<file path="src/rtl/dacw_pkg.sv">
package dacw_pkg;

  typedef enum logic [2:0] {
    ST_IDLE = 3'd0,
    ST_LOW  = 3'd1,
    ST_HIGH = 3'd2,
    ST_TAIL = 3'd3,
    ST_DONE = 3'd4
  } wr_state_e;

  // True for the states in which the serial clock phases are being timed.
  function automatic logic is_timed(input wr_state_e s);
    return (s == ST_LOW) || (s == ST_HIGH) || (s == ST_TAIL);
  endfunction

  // True for the states in which a data bit is presented on the line.
  function automatic logic shows_bit(input wr_state_e s);
    return (s == ST_LOW) || (s == ST_HIGH);
  endfunction

endpackage

</file>
<file path="src/rtl/dacw_phase_timer.sv">
module dacw_phase_timer #(
  parameter int HALF_CYC = 2
) (
  input  logic clk,
  input  logic rst_n,
  input  logic run,
  output logic phase_end
);
  localparam int CW = (HALF_CYC > 1) ? $clog2(HALF_CYC) : 1;
  localparam logic [CW-1:0] LAST = CW'(HALF_CYC - 1);

  logic [CW-1:0] cnt_q;

  assign phase_end = run && (cnt_q == LAST);

  always_ff @(posedge clk or negedge rst_n) begin
    if (!rst_n) begin
      cnt_q <= '0;
    end else if (!run || phase_end) begin
      cnt_q <= '0;
    end else begin
      cnt_q <= cnt_q + CW'(1);
    end
  end

  initial begin
    assert (HALF_CYC >= 1) else $error("HALF_CYC must be at least one");
  end

endmodule

</file>
<file path="src/rtl/dacw_shifter.sv">
module dacw_shifter #(
  parameter int WORD_W = 16
) (
  input  logic                      clk,
  input  logic                      rst_n,
  input  logic                      load,
  input  logic                      shift,
  input  logic [WORD_W-1:0]         load_word,
  output logic                      msb,
  output logic [$clog2(WORD_W)-1:0] bit_idx,
  output logic                      last_bit
);
  localparam int IW = $clog2(WORD_W);
  localparam logic [IW-1:0] LAST_IDX = IW'(WORD_W - 1);

  logic [WORD_W-1:0] sreg_q;
  logic [IW-1:0]     idx_q;

  always_ff @(posedge clk or negedge rst_n) begin
    if (!rst_n) begin
      sreg_q <= '0;
      idx_q  <= '0;
    end else if (load) begin
      sreg_q <= load_word;
      idx_q  <= '0;
    end else if (shift) begin
      sreg_q <= {sreg_q[WORD_W-2:0], 1'b0};
      idx_q  <= idx_q + IW'(1);
    end
  end

  assign msb      = sreg_q[WORD_W-1];
  assign bit_idx  = idx_q;
  assign last_bit = (idx_q == LAST_IDX);

  // no shift is requested beyond the final bit of the word
  assert_no_shift_past_end_R5: assert property (@(posedge clk) disable iff (!rst_n)
    shift |-> !last_bit);

endmodule

</file>
<file path="src/rtl/dacw_ctrl.sv">
module dacw_ctrl
  import dacw_pkg::*;
(
  input  logic clk,
  input  logic rst_n,
  input  logic start,
  input  logic phase_end,
  input  logic last_bit,
  output logic load,
  output logic shift,
  output logic run,
  output logic show_bit,
  output logic sclk,
  output logic cs_n,
  output logic busy,
  output logic done
);
  wr_state_e state_q, state_d;

  always_comb begin
    state_d = state_q;
    load    = 1'b0;
    shift   = 1'b0;
    unique case (state_q)
      ST_IDLE: begin
        if (start) begin
          state_d = ST_LOW;
          load    = 1'b1;
        end
      end
      ST_LOW: begin
        if (phase_end) state_d = ST_HIGH;
      end
      ST_HIGH: begin
        if (phase_end) begin
          if (last_bit) begin
            state_d = ST_TAIL;
          end else begin
            state_d = ST_LOW;
            shift   = 1'b1;
          end
        end
      end
      ST_TAIL: begin
        if (phase_end) state_d = ST_DONE;
      end
      ST_DONE: state_d = ST_IDLE;
      default: state_d = ST_IDLE;
    endcase
  end

  always_ff @(posedge clk or negedge rst_n) begin
    if (!rst_n) begin
      state_q  <= ST_IDLE;
      sclk     <= 1'b0;
      cs_n     <= 1'b1;
      busy     <= 1'b0;
      done     <= 1'b0;
      show_bit <= 1'b0;
    end else begin
      state_q  <= state_d;
      sclk     <= (state_d == ST_HIGH);
      cs_n     <= !is_timed(state_d);
      busy     <= (state_d != ST_IDLE);
      done     <= (state_d == ST_DONE);
      show_bit <= shows_bit(state_d);
    end
  end

  assign run = is_timed(state_q);

  // the serial clock is only ever high inside a chip-select frame
  assert_sclk_inside_frame_R6: assert property (@(posedge clk) disable iff (!rst_n)
    cs_n |-> !sclk);

  // done lasts a single cycle
  assert_done_one_cycle_R9: assert property (@(posedge clk) disable iff (!rst_n)
    done |=> !done);

  // the controller is idle the cycle after done
  assert_idle_after_done_R9: assert property (@(posedge clk) disable iff (!rst_n)
    done |=> !busy);

endmodule

</file>
<file path="src/rtl/dac_serial_writer.sv">
module dac_serial_writer #(
  parameter int HALF_CYC  = 2,
  parameter int CH_W      = 2,
  parameter int VAL_W     = 12,
  parameter int MODE_W    = 2,
  parameter logic [MODE_W-1:0] MODE_BITS = 2'b11
) (
  input  logic             clk,
  input  logic             rst_n,
  input  logic             start,
  input  logic [CH_W-1:0]  chan,
  input  logic [VAL_W-1:0] value,
  output logic             sclk,
  output logic             din,
  output logic             cs_n,
  output logic             busy,
  output logic             done
);
  localparam int WORD_W = CH_W + MODE_W + VAL_W;
  localparam int IW     = $clog2(WORD_W);

  // Command word: channel on top, fixed mode bits, then the sample code.
  function automatic logic [WORD_W-1:0] pack_cmd(input logic [CH_W-1:0] c,
                                                 input logic [VAL_W-1:0] v);
    return {c, MODE_BITS, v};
  endfunction

  logic          load_ev;
  logic          shift_ev;
  logic          run;
  logic          phase_end;
  logic          last_bit;
  logic          show_bit;
  logic          msb;
  logic [IW-1:0] bit_idx;

  dacw_phase_timer #(.HALF_CYC(HALF_CYC)) u_timer (
    .clk       (clk),
    .rst_n     (rst_n),
    .run       (run),
    .phase_end (phase_end)
  );

  dacw_shifter #(.WORD_W(WORD_W)) u_shift (
    .clk       (clk),
    .rst_n     (rst_n),
    .load      (load_ev),
    .shift     (shift_ev),
    .load_word (pack_cmd(chan, value)),
    .msb       (msb),
    .bit_idx   (bit_idx),
    .last_bit  (last_bit)
  );

  dacw_ctrl u_ctrl (
    .clk       (clk),
    .rst_n     (rst_n),
    .start     (start),
    .phase_end (phase_end),
    .last_bit  (last_bit),
    .load      (load_ev),
    .shift     (shift_ev),
    .run       (run),
    .show_bit  (show_bit),
    .sclk      (sclk),
    .cs_n      (cs_n),
    .busy      (busy),
    .done      (done)
  );

  assign din = show_bit & msb;

  // data moves only while the serial clock is low
  assert_din_steady_high_R7: assert property (@(posedge clk) disable iff (!rst_n)
    !$stable(din) |-> !sclk);

  // data line rests low outside a frame
  assert_din_low_idle_R10: assert property (@(posedge clk) disable iff (!rst_n)
    cs_n |-> !din);

  // done coincides with a released chip select
  assert_done_cs_high_R9: assert property (@(posedge clk) disable iff (!rst_n)
    done |-> cs_n);

  // a strobe during a write neither reloads nor rewinds the bit index
  assert_start_ignored_busy_R8: assert property (@(posedge clk) disable iff (!rst_n)
    (busy && start) |=> (bit_idx == $past(bit_idx) || bit_idx == $past(bit_idx) + IW'(1)));

  // a rising serial clock always lies inside the frame
  assert_rise_in_frame_R6: assert property (@(posedge clk) disable iff (!rst_n)
    $rose(sclk) |-> !cs_n);

endmodule

</file>
<file path="config.mk">
export PLATFORM = sky130hd
export DESIGN_NAME = dac_serial_writer
export DESIGN_NICKNAME = d
export VERILOG_FILES = /design/src/rtl/dacw_pkg.sv /design/src/rtl/dacw_phase_timer.sv /design/src/rtl/dacw_shifter.sv /design/src/rtl/dacw_ctrl.sv /design/src/rtl/dac_serial_writer.sv
export SDC_FILE = /design/constraint.sdc
export NUM_CORES = 1
export LEC_CHECK = 0
export BUFFER_PORTS_ARGS = -buffer_cell sky130_fd_sc_hd__buf_4
export CAP_MARGIN = 20
export CORE_MARGIN = 2
export CORE_UTILIZATION = 40
export CTS_CLUSTER_SIZE = 10
export DETAILED_ROUTE_END_ITERATION = 12
export GPL_TIMING_DRIVEN = 0
export PLACE_DENSITY = 0.61
export SLEW_MARGIN = 40
export SYNTH_ARGS = -nofsm -noshare
export SYNTH_HDL_FRONTEND = slang
export SYNTH_SLANG_ARGS = --single-unit
</file>
<file path="constraint.sdc">
create_clock -name clk -period 1.47 [get_ports clk]
set_input_delay 0 -clock clk [delete_from_list [all_inputs] [get_ports clk]]
set_output_delay 0 -clock clk [all_outputs]
set_load 0.02 [all_outputs]
</file>
# After elaboration in Yosys (flattened, before gate mapping)
# Cells that the tools add are included.
[op_classes]
n_addsub = 2
n_eq_ne = 8
muxes = 16
n_bitwise = 1
reduce_logical = 11
[op_table]
columns = ["cell", "n"]
rows = [
  ["two-way mux 16 bit", 2],
  ["equality test 3 x 2 -> 1 bit (second input constant)", 4],
  ["two-way mux 3 bit", 4],
  ["one-hot mux 3 bit (4 select lines)", 1],
  ["two-way mux 4 bit", 2],
  ["equality test 3 x 1 -> 1 bit (second input constant)", 2],
  ["two-way mux 1 bit", 6],
  ["logical OR 1 bit", 5],
  ["adder 4 x 1 -> 4 bit (second input constant)", 1],
  ["equality test 4 bit (second input constant)", 1],
  ["equality test 3 bit (second input constant)", 1],
  ["zero test 3 bit", 1],
  ["nonzero test 3 bit", 1],
  ["zero test 1 bit", 2],
  ["two-way mux 2 bit", 1],
  ["nonzero test 2 bit", 1],
  ["adder 1 bit (second input constant)", 1],
  ["AND 1 bit", 1],
  ["logical AND 1 bit", 1],
]
[totals]
ff_bits = 29
in_bits = 17
out_inout_bits = 5
wordCells = 47

# Depth between registers and ports, before layout
# Gate-level depths: netlist (run 1).
[logic_depth]
ltp_word = 10
ltp_mapped = 6
depth_no_buf = 4

# By module
# A second synthesis (run 1) with hierarchy kept.
[unflattened]
cells_unflattened = 125
hier_area_um2 = 1367.6
[modules_own_cells]
columns = ["mod", "n_inst", "cells_per_inst", "area_each_um2", "seq_area_each_um2"]
rows = [
  ["dacw_shifter", 1, 87, 940.9, 500.5],
  ["dacw_ctrl", 1, 33, 375.4, 201.4],
  ["dacw_phase_timer", 1, 3, 41.3, 25.0],
  ["dac_serial_writer", 1, 2, 10.0, 0.0],
]

# Worst setup path after synthesis (run 1)
# OpenSTA, ideal clock, no wires.
[synth_path]
kind = "register -> register"
from = "register u_shift.idx_q[0], in the netlist u_shift.bit_idx[0]"
to = "register u_shift.sreg_q[3]"
setup_time_ns = 0.133
t_arrival_ns = 1.392
required_ns = 1.337
slack_ns = -0.055
stages_incl_launch_ff = 7
n_path_buf = 2
synth_period_minus_slack_ns = 1.525
cell_sequence = "dfrtp_1 > ha_1 > and3_1 > buf_2 > nor2_1 > buf_2 > o211ai_1"
[synth_via]
elab_chain_len = 5
[synth_rtl]
columns = ["item", "line", "text"]
rows = [
  ["from (decl)", "dacw_shifter.sv:17", "logic [IW-1:0] idx_q;"],
  ["from (signal assigned)", "dacw_shifter.sv:28", "idx_q <= idx_q + IW'(1);"],
  ["equality test 4 bit", "dacw_shifter.sv:34", "assign last_bit = (idx_q == LAST_IDX);"],
  ["two-way mux 1 bit", "dacw_ctrl.sv:36", "if (last_bit) begin"],
  ["two-way mux 1 bit", "dacw_ctrl.sv:35", "if (phase_end) begin"],
  ["two-way mux 1 bit", "dacw_ctrl.sv:24", "unique case (state_q)"],
  ["nonzero test 2 bit (no line)", "--", ""],
  ["to (signal assigned)", "dacw_shifter.sv:24", "sreg_q <= load_word;"],
  ["to (signal assigned)", "dacw_shifter.sv:27", "sreg_q <= {sreg_q[WORD_W-2:0], 1'b0};"],
  ["to (decl)", "dacw_shifter.sv:16", "logic [WORD_W-1:0] sreg_q;"],
]
# No other way between the ends.
# A chain may end at the register's enable or synchronous reset.

# Worst setup path in the final report (run 1)
[layout_path]
from = "register u_ctrl.state_q[0]"
to = "register u_shift.sreg_q[9]"
[layout_via]
elab_chain_len = 7
word_cells_on_any_way = 12
[layout_rtl]
columns = ["item", "line", "text"]
rows = [
  ["from (decl)", "dacw_ctrl.sv:18", "wr_state_e state_q, state_d;"],
  ["from (signal assigned)", "dacw_ctrl.sv:61", "state_q <= state_d;"],
  ["equality test 3 x 1 -> 1 bit / equality test 3 x 2 -> 1 bit (equally long branches)", "dacw_pkg.sv:13, dacw_ctrl.sv:24", ""],
  ["logical OR 1 bit (2 in a row)", "dacw_pkg.sv:13", "return (s == ST_LOW) || (s == ST_HIGH) || (s == ST_TAIL);"],
  ["logical AND 1 bit", "dacw_phase_timer.sv:14", "assign phase_end = run && (cnt_q == LAST);"],
  ["two-way mux 1 bit", "dacw_ctrl.sv:35", ""],
  ["two-way mux 1 bit", "dacw_ctrl.sv:24", ""],
  ["nonzero test 2 bit (no line)", "--", ""],
]
# Parallel ways exist; a longest one is shown, timed or not.

==> impl_metrics.env, run 1 <==
export IMPL_maxSlewHeadroom_pct=75.0
export IMPL_cellPowerDensity_nw_per_um2=1720
export IMPL_area_growth_pct=38.1
export IMPL_crit_slowest_cell="or4b_4"
export IMPL_drt_wl_total_um=3430
export IMPL_crit_required_ps=1670
export IMPL_avgViaCountPerCell=5.29
export IMPL_cts_max_path_buffers=2
export IMPL_grt_pass1_vias=1274
export IMPL_muxShareOfSynthArea_pct=0
export IMPL_ys_types=36
export IMPL_htreeDepth=2
export IMPL_period_share_pct=102
export IMPL_fp_dieW_um=64.1
export IMPL_clock_skew_ps=11.3
export IMPL_path_max_fanout=10
export IMPL_synth_xor_area_share_pct=0
export IMPL_diodes=0
export IMPL_fp_dieH_um=64.1
export IMPL_fmax_mhz=669
export IMPL_reg2regPathDepth=4
export IMPL_drtAntennaViolNets=0
export IMPL_antenna_found_initial=0
export IMPL_gr_total_overflow=0
export IMPL_fill_cells=321
export IMPL_criticalPathCategory="flop to flop"
export IMPL_max_stage_delay_ps=610
export IMPL_rows=21
export IMPL_portBuffers=21
export IMPL_avgSynthCellArea_um2=9.98
export IMPL_max_cap_violations=0
export IMPL_dpl_hpwl_um=2140
export IMPL_yosys_area_share_simple_pct=26.4
export IMPL_wl_per_cell_um=14.4
export IMPL_core_um2=3420
export IMPL_hold_path_depth=3
export IMPL_synth_top_family_by_area="simple AND/OR/NAND/NOR gates"
export IMPL_fin_area_um2=2000
export IMPL_cp_end_kind="flop"
export IMPL_syn_nets=163
export IMPL_io_pins=22
export IMPL_async_flop_share_pct=100
export IMPL_holdWs_ps=20.4
export IMPL_fin_ws_ps=-24.5
export IMPL_dpl_cell_area_um2=1670
export IMPL_clock_latency_ps=320
export IMPL_synth_seq_area_share_pct=50.3
export IMPL_final_setup_viol_count=9
export IMPL_cp_cell_sequence="or4b_4 > buf_12 > nand2_2 > o211ai_2"
export IMPL_cts_root_buffer_cell="clkbuf_4"
export IMPL_worstReg2RegEnd="u_shift.sreg_q[9]$_DFFE_PN0P_"
export IMPL_firstDrtPassIters=4
export IMPL_status="finished with violations"
export IMPL_hp_class="primary input to flop"
export IMPL_p_leak_uw=0.000848
export IMPL_clkTransAtPathRegs_ps=90
export IMPL_synth_edf_count=0
export IMPL_cts_tree="yes"
export IMPL_finalHoldViolCount=0
export IMPL_ys_flop_type="dfrtp_1"
export IMPL_drive_gt1_share_pct=36.5
export IMPL_rsz0062_at_grt="true"
export IMPL_rrSetupSlack_ps=-20
export IMPL_synth_adder_area_share_pct=0.865
export IMPL_netlist_instances=145
export IMPL_nets=209
export IMPL_cts_sinks=29
export IMPL_cp_arrival_ps=1700
export IMPL_synth_compound_area_share_pct=16.3
export IMPL_drv_slew=0
export IMPL_ys_ff_latch=29
export IMPL_grt_use_total_pct=19.0
export IMPL_peakVddDrop_mv=0.969
export IMPL_grt_max_degree=30
export IMPL_min_from="start"
export IMPL_tightest_slew_ps=375
export IMPL_grt_pass1_wl_um=5930
export IMPL_worstSetupStartpointType="flop"
export IMPL_hold_end="u_ctrl.busy$_DFF_PN0_"
export IMPL_die_area_um2=4110
export IMPL_place_congestion=0.706
export IMPL_violations="negative setup slack"
export IMPL_vias=1258
export IMPL_cts_made_buffers=5
export IMPL_r2r_start="u_ctrl.state_q[0]$_DFF_PN0_"
export IMPL_synthesis_area_um2=1450
export IMPL_start_util_pct=42.3
export IMPL_drtIter0Drc=70
export IMPL_min_period_ps=1490
export IMPL_synth_warnings=0
export IMPL_drc=0
worst max path at each step:
| stage | from | end | slack (ps) | cells after the start |
|---|---|---|---|---|
| 3_5_place_dp | u_shift.bit_idx[0]$_DFFE_PN0P_ | u_shift.sreg_q[8]$_DFFE_PN0P_ | -220 | 5 |
| 6_report | u_ctrl.state_q[0]$_DFF_PN0_ | u_shift.sreg_q[9]$_DFFE_PN0P_ | -20 | 4 |
| 3_3_place_gp | u_shift.bit_idx[0]$_DFFE_PN0P_ | u_shift.sreg_q[3]$_DFFE_PN0P_ | -180 | 5 |
| 4_1_cts | u_ctrl.state_q[2]$_DFF_PN0_ | u_shift.sreg_q[9]$_DFFE_PN0P_ | -20 | 5 |
| 5_1_grt | u_ctrl.state_q[0]$_DFF_PN0_ | u_shift.sreg_q[3]$_DFFE_PN0P_ | -60 | 4 |
| 2_1_floorplan | u_ctrl.state_q[2]$_DFF_PN0_ | u_shift.sreg_q[14]$_DFFE_PN0P_ | -20 | 6 |
through the flow:
stage               total power [uW]  setup TNS, ps  utilization [%]  instances  worst slack [ps]
floorplan                       2390           -112                -        145             -23.3
global placement                2700          -1940             48.8        212              -181
detailed placement              2770          -2270             48.8        212              -221
CTS                             3360           -111             56.4        236             -22.6
global route                    3720           -560             58.5        238             -58.3
finish                          3430          -77.7             58.5        238             -24.5
worst max-delay path: cells and delay by family, from the launching register on:
family / cells / cell delay [ps]
AO/OA/AOI/OAI: 1 / 70
buffers and inverters: 1 / 180
flip-flops: 1 / 450
AND/OR/NAND/NOR: 2 / 670
logic make-up (layout without fill, tap and decap cells):
logic type / after synthesis / in the layout
simple gates: 70 / 70
compound gates: 32 / 32
flops: 29 / 29
buf+inv: 13 / 60
fa+ha+maj: 1 / 1
cells in the mapped netlist, types with 2 or more instances:
cell      number  area share (%)
o211ai_1       8             4.2
a31oi_2        2             1.7
a21oi_1        6             2.1
clkbuf_1       3            0.78
or3_1          2            0.86
nand2_2        3             1.3
dfrtp_1       28              48
nor2_2         2            0.86
o21ai_0        6             2.1
buf_2          7             2.4
nor3b_1        2             1.0
nand2_1       23             6.0
nor3_1         4             1.4
buf_6          2             1.6
o211ai_2       3             2.6
nor2_1         4             1.0
nand3_1       21             7.3
flip-flops by register name, summed over array words and instances (netlist names):
| signal | flops |
|---|---|
| u_ctrl.busy | 1 |
| u_ctrl.cs_n | 1 |
| u_ctrl.done | 1 |
| u_ctrl.sclk | 1 |
| u_ctrl.show_bit | 1 |
| u_ctrl.state_q | 3 |
| u_shift.bit_idx | 4 |
| u_shift.sreg_q | 16 |
| u_timer.cnt_q | 1 |
repair_timing:
item	CTS	global route
gates resized for setup	16	16
pin swaps	0	2
hold endpoints to repair	43	0
endpoints found under the setup margin	18	17
setup buffers	3	2
gates cloned	1	0
hold buffers	15	0
report_power, final:
| group | total [uW] | switching (uW) | leakage, uW | internal (uW) |
|---|---|---|---|---|
| Combinational | 1590 | 796 | 0.000470 | 798 |
| Clock | 452 | 261 | 0.0000265 | 190 |
| Sequential | 1390 | 229 | 0.000352 | 1160 |
cell type report:
class | count | area, um2 | area share, %
flip-flops and latches | 29 | 729 | 36.5
well taps | 46 | 57.6 | 2.88
repair buffers | 42 | 369 | 18.5
plain buffers | 10 | 96.3 | 4.82
multi-input cells | 103 | 696 | 34.8
clock buffers | 8 | 48.8 | 2.44
layer usage:
metal | wire length [um] | part of all wire [%] | track usage [%] | up-vias
met3 | 156 | 4.5 | 5.28 | 4
li1 | - | - | - | 607
met5 | 0 | 0 | 0 | -
met4 | 42 | 1.2 | 7.18 | 0
met1 | 1490 | 43 | 23.0 | 621
met2 | 1740 | 51 | 32.2 | 26
cells in the final DEF (no fill, tap or decap), types with 2 or more instances in the layout:
cell and instances:
clkbuf_1 5, a21oi_1 5, nor3_1 3, dfrtp_1 26, nor2_4 2, nand2_2 7
nor3b_1 2, buf_4 25, clkbuf_4 6, o21ai_0 6, buf_6 6, dfrtp_2 2
buf_12 2, nand2_1 18, a31oi_2 2, o211ai_2 3, nor2_1 3, dlygate4sd3_1 15
o211ai_1 8, nand3_1 20
Power figures use the tool's default switching activity.
==> run 2, diff against run 1 <==
--- a/config.mk
+++ b/config.mk
@@ -13,6 +13,7 @@
 export DETAILED_ROUTE_END_ITERATION = 12
 export GPL_TIMING_DRIVEN = 0
 export PLACE_DENSITY = 0.61
+export SETUP_SLACK_MARGIN = 0.02
 export SLEW_MARGIN = 40
 export SYNTH_ARGS = -nofsm -noshare
 export SYNTH_HDL_FRONTEND = slang
==> impl_metrics.env, run 2 (same netlist as run 1, synthesis figures left out) <==
export IMPL_status="finished with violations"
export IMPL_violations="negative setup slack"
export IMPL_path_max_fanout=5
export IMPL_tightest_slew_ps=388
export IMPL_drtAntennaViolNets=0
export IMPL_avgViaCountPerCell=5.25
export IMPL_power_internal_uw=2370
export IMPL_grt_max_degree=30
export IMPL_dr_max_layer_used="met4"
export IMPL_portBuffers=21
export IMPL_area_growth_pct=47.7
export IMPL_diodes=0
export IMPL_finalHoldViolCount=0
export IMPL_layout_common_cells="buf_4, dfrtp_1, nand3_1"
export IMPL_power_frac_seq_pct=36.7
export IMPL_wirelength_met1_um=1530
export IMPL_cts_max_path_buffers=2
export IMPL_clkTransAtPathRegs_ps=90
export IMPL_fill_cells=299
export IMPL_pwr_share_clk_pct=13.6
export IMPL_power_frac_comb_pct=49.6
export IMPL_clock_latency_ps=340
export IMPL_dpl_cell_area_um2=1670
export IMPL_cts_root_buffer_cell="clkbuf_4"
export IMPL_fin_area_um2=2140
export IMPL_grt_use_total_pct=18.6
export IMPL_hp_class="primary input to flop"
export IMPL_die_area_um2=4110
export IMPL_drt_wl_total_um=3660
export IMPL_cts_sinks=29
export IMPL_holdWs_ps=116
export IMPL_drv_slew=0
export IMPL_start_util_pct=42.3
export IMPL_cp_cell_sequence="buf_6 > or4b_4 > buf_8 > buf_12 > nor2_4 > a31oi_2"
export IMPL_min_period_ps=1560
export IMPL_maxSlewHeadroom_pct=74.1
export IMPL_peakVddDrop_mv=0.908
export IMPL_rows=21
export IMPL_fp_dieW_um=64.1
export IMPL_place_congestion=0.743
export IMPL_criticalPathCategory="flop to flop"
export IMPL_gr_total_overflow=0
export IMPL_cts_tree="yes"
export IMPL_firstDrtPassIters=4
export IMPL_crit_required_ps=1680
export IMPL_cp_arrival_ps=1770
export IMPL_vias=1303
export IMPL_fp_dieH_um=64.1
export IMPL_grt_pass1_wl_um=5810
export IMPL_fin_ws_ps=-91.9
export IMPL_drc=0
export IMPL_crit_slowest_cell="or4b_4"
export IMPL_rsz0062_at_grt="true"
export IMPL_core_um2=3420
export IMPL_period_share_pct=106
export IMPL_power_share_switching_pct=36.9
export IMPL_max_cap_violations=0
export IMPL_nets=219
export IMPL_met2_length_um=1910
export IMPL_rrSetupSlack_ps=-90
export IMPL_utilization_pct=62.5
export IMPL_clock_skew_ps=11.1
export IMPL_cts_made_buffers=5
export IMPL_worstSetupStartpointType="flop"
export IMPL_cp_end_kind="flop"
export IMPL_antenna_found_initial=0
export IMPL_largest_reg_flops=16
export IMPL_final_common_cell="buf_4"
export IMPL_wl_per_cell_um=14.8
export IMPL_fmax_mhz=640
export IMPL_grt_pass1_vias=1301
export IMPL_regMostFlops="u_shift.sreg_q"
export IMPL_final_setup_viol_count=17
export IMPL_cellPowerDensity_nw_per_um2=1760
export IMPL_netSwitchingPower_uw=1390
export IMPL_critPathTopFamily="simple AND/OR/NAND/NOR gates"
export IMPL_critPathBufInv=3
export IMPL_wl_met3_um=149
export IMPL_drive_gt1_share_pct=38.6
export IMPL_p_leak_uw=0.000924
export IMPL_io_pins=22
export IMPL_dpl_hpwl_um=2020
export IMPL_drtIter0Drc=31
export IMPL_htreeDepth=2
export IMPL_max_stage_delay_ps=490
[run 2: changes by cell type in the layout (fill, tap and decap cells not counted), moves of 2 or more]
cell	delta
buf_8	+2
clkbuf_1	-2
buf_4	+4
nand2_4	+3
clkbuf_2	+2
buf_6	+2
nand2_2	-4
[run 2: path summary, 6_finish.rpt]
path                                             endpoint                            from  cells past startpoint
max                        u_shift.sreg_q[15]$_DFFE_PN0P_     u_ctrl.state_q[2]$_DFF_PN0_                      6
min                           u_ctrl.state_q[0]$_DFF_PN0_                           start                      4
max reg2reg                u_shift.sreg_q[15]$_DFFE_PN0P_     u_ctrl.state_q[2]$_DFF_PN0_                      6
min reg2reg                u_shift.sreg_q[12]$_DFFE_PN0P_  u_shift.sreg_q[11]$_DFFE_PN0P_                      2
max in group asynchronous           u_ctrl.cs_n$_DFF_PN1_                           rst_n                      2
min in group asynchronous   u_shift.sreg_q[1]$_DFFE_PN0P_                           rst_n                      2
[run 2: cell type report]
class                      count  area, um2  share of cell area, %
sequential                    29        728                   34.1
multi-input combinational    103        702                   32.9
timing repair buffer          50        468                   21.9
buffer                        12        121                   5.68
clock buffer                   8       58.8                   2.75
tap                           46       57.6                   2.69
[run 2: worst register-to-register path, cell delays in order (launching register included)]
cell and delay (ps):
dfrtp_1 400, buf_6 120, or4b_4 490, buf_8 160
buf_12 150, nor2_4 80, a31oi_2 40
[run 2: through the flow]
step                      total power [uW]  cells  TNS [ps]  setup slack, ps
after global placement                2700    212     -1430             -137
after global routing                  4010    248     -2100             -149
after detailed placement              2760    212     -1580             -153
final                                 3760    248     -1170            -91.9
after CTS                             3560    246      -884            -78.9
after floorplan                       2390    145      -112            -23.3
[run 2: routing by layer]
metal | vias up | track usage, %
li1 | 631 | -
met1 | 634 | 20.6
met2 | 29 | 33.2
met3 | 9 | 4.40
met4 | 0 | 8.78
met5 | - | 0
[run 2: repair_timing]
item	4_1_cts	5_1_grt
cloned	2	2
pin swaps	4	6
buffers inserted	9	0
hold endpoints to repair	44	0
hold buffers	16	0
endpoints found under the setup margin	15	22
gates resized for setup	18	20
[run 2: power by group through the flow]
stage               Clock (uW)  Combinational [uW]  Sequential [uW]
floorplan                    0                1020             1370
global placement             0                1340             1360
detailed placement           0                1380             1370
CTS                        525                1680             1350
global route               572                2020             1420
finish                     512                1860             1380
==> run 3, diff against run 2 <==
--- a/config.mk
+++ b/config.mk
@@ -5,14 +5,15 @@
 export SDC_FILE = /design/constraint.sdc
 export NUM_CORES = 1
 export LEC_CHECK = 0
-export BUFFER_PORTS_ARGS = -buffer_cell sky130_fd_sc_hd__buf_4
+export ABC_AREA = 1
 export CAP_MARGIN = 20
 export CORE_MARGIN = 2
 export CORE_UTILIZATION = 40
 export CTS_CLUSTER_SIZE = 10
 export DETAILED_ROUTE_END_ITERATION = 12
+export DONT_BUFFER_PORTS = 1
 export GPL_TIMING_DRIVEN = 0
-export PLACE_DENSITY = 0.61
+export PLACE_DENSITY = 0.55
 export SETUP_SLACK_MARGIN = 0.02
 export SLEW_MARGIN = 40
 export SYNTH_ARGS = -nofsm -noshare
==> impl_metrics.env, run 3 <==
export IMPL_status="finished clean"
export IMPL_avgSynthCellArea_um2=7.90
export IMPL_die_area_um2=4320
export IMPL_yosys_area_share_simple_pct=43.2
export IMPL_multi_input_comb_area_um2=731
export IMPL_criticalPathCategory="flop to flop"
export IMPL_period_share_pct=96.7
export IMPL_rsz0062_at_grt="true"
export IMPL_grt_use_total_pct=17.4
export IMPL_rows=22
export IMPL_max_cap_violations=0
export IMPL_p_leak_uw=0.00105
export IMPL_max_stage_delay_ps=450
export IMPL_maxSlewHeadroom_pct=83.7
export IMPL_cts_max_path_buffers=2
export IMPL_cts_tree="yes"
export IMPL_total_power_uw=1480
export IMPL_synthesis_area_um2=1530
export IMPL_vias=1326
export IMPL_cp_arrival_ps=1640
export IMPL_critPathBufInv=2
export IMPL_utilization_pct=54.2
export IMPL_dpl_hpwl_um=2180
export IMPL_cellPowerDensity_nw_per_um2=747
export IMPL_htreeDepth=2
export IMPL_fill_cells=352
export IMPL_syn_nets=211
export IMPL_final_setup_viol_count=0
export IMPL_core_um2=3660
export IMPL_dpl_cell_area_um2=1590
export IMPL_synth_xor_area_share_pct=1.15
export IMPL_fp_dieW_um=65.8
export IMPL_diodes=0
export IMPL_worstSetupStartpointType="flop"
export IMPL_synth_warnings=0
export IMPL_drc=0
export IMPL_grt_max_degree=30
export IMPL_gr_total_overflow=0
export IMPL_grt_pass1_wl_um=5640
export IMPL_ys_types=23
export IMPL_drtAntennaViolNets=0
export IMPL_yosys_area_top_type="dfrtp_1"
export IMPL_synth_commonest_cells="nand2_1, nand3_1, dfrtp_1"
export IMPL_cts_root_buffer_cell="clkbuf_8"
export IMPL_synth_seq_area_share_pct=47.7
export IMPL_muxShareOfSynthArea_pct=0
export IMPL_tightest_slew_ps=244
export IMPL_peakVddDrop_mv=0.500
export IMPL_drive_gt1_share_pct=24.6
export IMPL_netlist_top_cells_area="dfrtp_1, nand2_1, nand3_1"
export IMPL_fp_dieH_um=65.8
export IMPL_ys_ff_latch=29
export IMPL_cts_made_buffers=5
export IMPL_antenna_found_initial=0
export IMPL_firstDrtPassIters=4
export IMPL_wl_per_cell_um=12.3
export IMPL_cp_cell_sequence="nor2_4 > inv_2 > nor2_4 > buf_4 > nand2_1 > nand2_1 > nand2_1 > nand2_1"
export IMPL_fin_area_um2=1980
export IMPL_drv_slew=0
export IMPL_drtIter0Drc=50
export IMPL_fmax_mhz=703
export IMPL_hp_class="primary input to flop"
export IMPL_synth_edf_count=0
export IMPL_synth_top_cell_area_share_pct=45.9
export IMPL_io_pins=22
export IMPL_largest_reg_flops=16
export IMPL_path_max_fanout=6
export IMPL_area_growth_pct=30.1
export IMPL_clock_latency_ps=280
export IMPL_synth_most_common_cell="nand2_1"
export IMPL_portBuffers=0
export IMPL_cts_sinks=29
export IMPL_regArea_um2=731
export IMPL_synth_top_family_by_area="simple AND/OR/NAND/NOR gates"
export IMPL_crit_required_ps=1680
export IMPL_drt_wl_total_um=3410
export IMPL_final_common_cell="nand2_1"
export IMPL_grt_pass1_vias=1337
export IMPL_critPathTopFamily="simple AND/OR/NAND/NOR gates"
export IMPL_start_util_pct=41.7
export IMPL_min_period_ps=1420
export IMPL_layout_common_cells="nand2_1, nand3_1, dfrtp_1"
export IMPL_netlist_instances=193
export IMPL_place_congestion=0.721
export IMPL_nets=245
export IMPL_crit_slowest_cell="dfrtp_2"
export IMPL_clock_skew_ps=4.37
export IMPL_synth_compound_area_share_pct=0
export IMPL_ys_flop_type="dfrtp_1"
export IMPL_cp_end_kind="flop"
export IMPL_async_flop_share_pct=100
export IMPL_finalHoldViolCount=0
export IMPL_synth_adder_area_share_pct=0.820
export IMPL_avgViaCountPerCell=4.80
export IMPL_path_common_cell="nand2_1"
export IMPL_clkTransAtPathRegs_ps=60
export IMPL_regMostFlops="u_shift.sreg_q"
## run 3: path summary, 6_finish.rpt
kind	slack (ps)	endpoint	depth (start not counted)	start
max in group asynchronous	1090	u_ctrl.cs_n$_DFF_PN1_	2	rst_n
worst min register to register	490	u_shift.sreg_q[13]$_DFFE_PN0P_	2	u_shift.sreg_q[13]$_DFFE_PN0P_
min in group asynchronous	150	u_ctrl.state_q[0]$_DFF_PN0_	2	rst_n
worst max-delay path	50	u_shift.sreg_q[14]$_DFFE_PN0P_	8	u_ctrl.state_q[1]$_DFF_PN0_
worst min-delay path	3	u_ctrl.busy$_DFF_PN0_	4	start
worst max register to register	50	u_shift.sreg_q[14]$_DFFE_PN0P_	8	u_ctrl.state_q[1]$_DFF_PN0_
## run 3: layout make-up
class,instances,area share [%]
repair buffers,26,12.7
well taps,48,3.03
clock buffers,5,3.47
clock inverters,3,0.883
flip-flops and latches,29,36.8
inverters,11,2.33
multi-input cells,146,36.8
plain buffers,8,3.91
## run 3: worst min-delay path: stages
cell and delay (ps):
nand3_4 60, nand2_1 70, nor2_1 50, nand4_1 70
## run 3: per-stage QoR
stage	hold slack (ps)	worst slack, ps	TNS [ps]	cells
3_5_place_dp	-295	17.8	0	241
4_1_cts	71.4	20.5	0	267
6_report	2.52	47.9	0	276
2_1_floorplan	-296	201	0	193
5_1_grt	19.1	-19.1	-56.2	276
3_3_place_gp	-295	43.1	0	241
## run 3: cells by family (layout without fill, tap and decap cells)
group,Yosys count,count (layout)
and+or+nand+nor,142,143
DFF,29,29
buffers and inverters,19,53
xor gates and xnor gates,2,2
adders and majority gates,1,1
## run 3: what timing repair did
action	in CTS	in global routing
hold endpoints to repair	43	0
gates cloned	0	2
endpoints found under the setup margin	4	23
pin swaps	1	7
buffers inserted	2	7
hold buffers	16	0
gates resized for setup	0	21
## run 3: report_power, final
part / internal, uW / total (uW) / switching, uW / leakage [uW]
combinational: 33.1 / 57.0 / 23.9 / 0.000647
sequential: 798 / 798 / 0 / 0.000359
clock: 326 / 628 / 303 / 0.0000439
total: 1160 / 1480 / 326 / 0.00105
## run 3: layer usage
layer / share of wire [%] / up-vias / GRT usage, %
li1: - / 678 / -
met1: 47 / 626 / 20.9
met2: 48 / 18 / 29.5
met3: 3.4 / 4 / 5.14
met4: 1.2 / 0 / 5.99
met5: 0 / - / 0
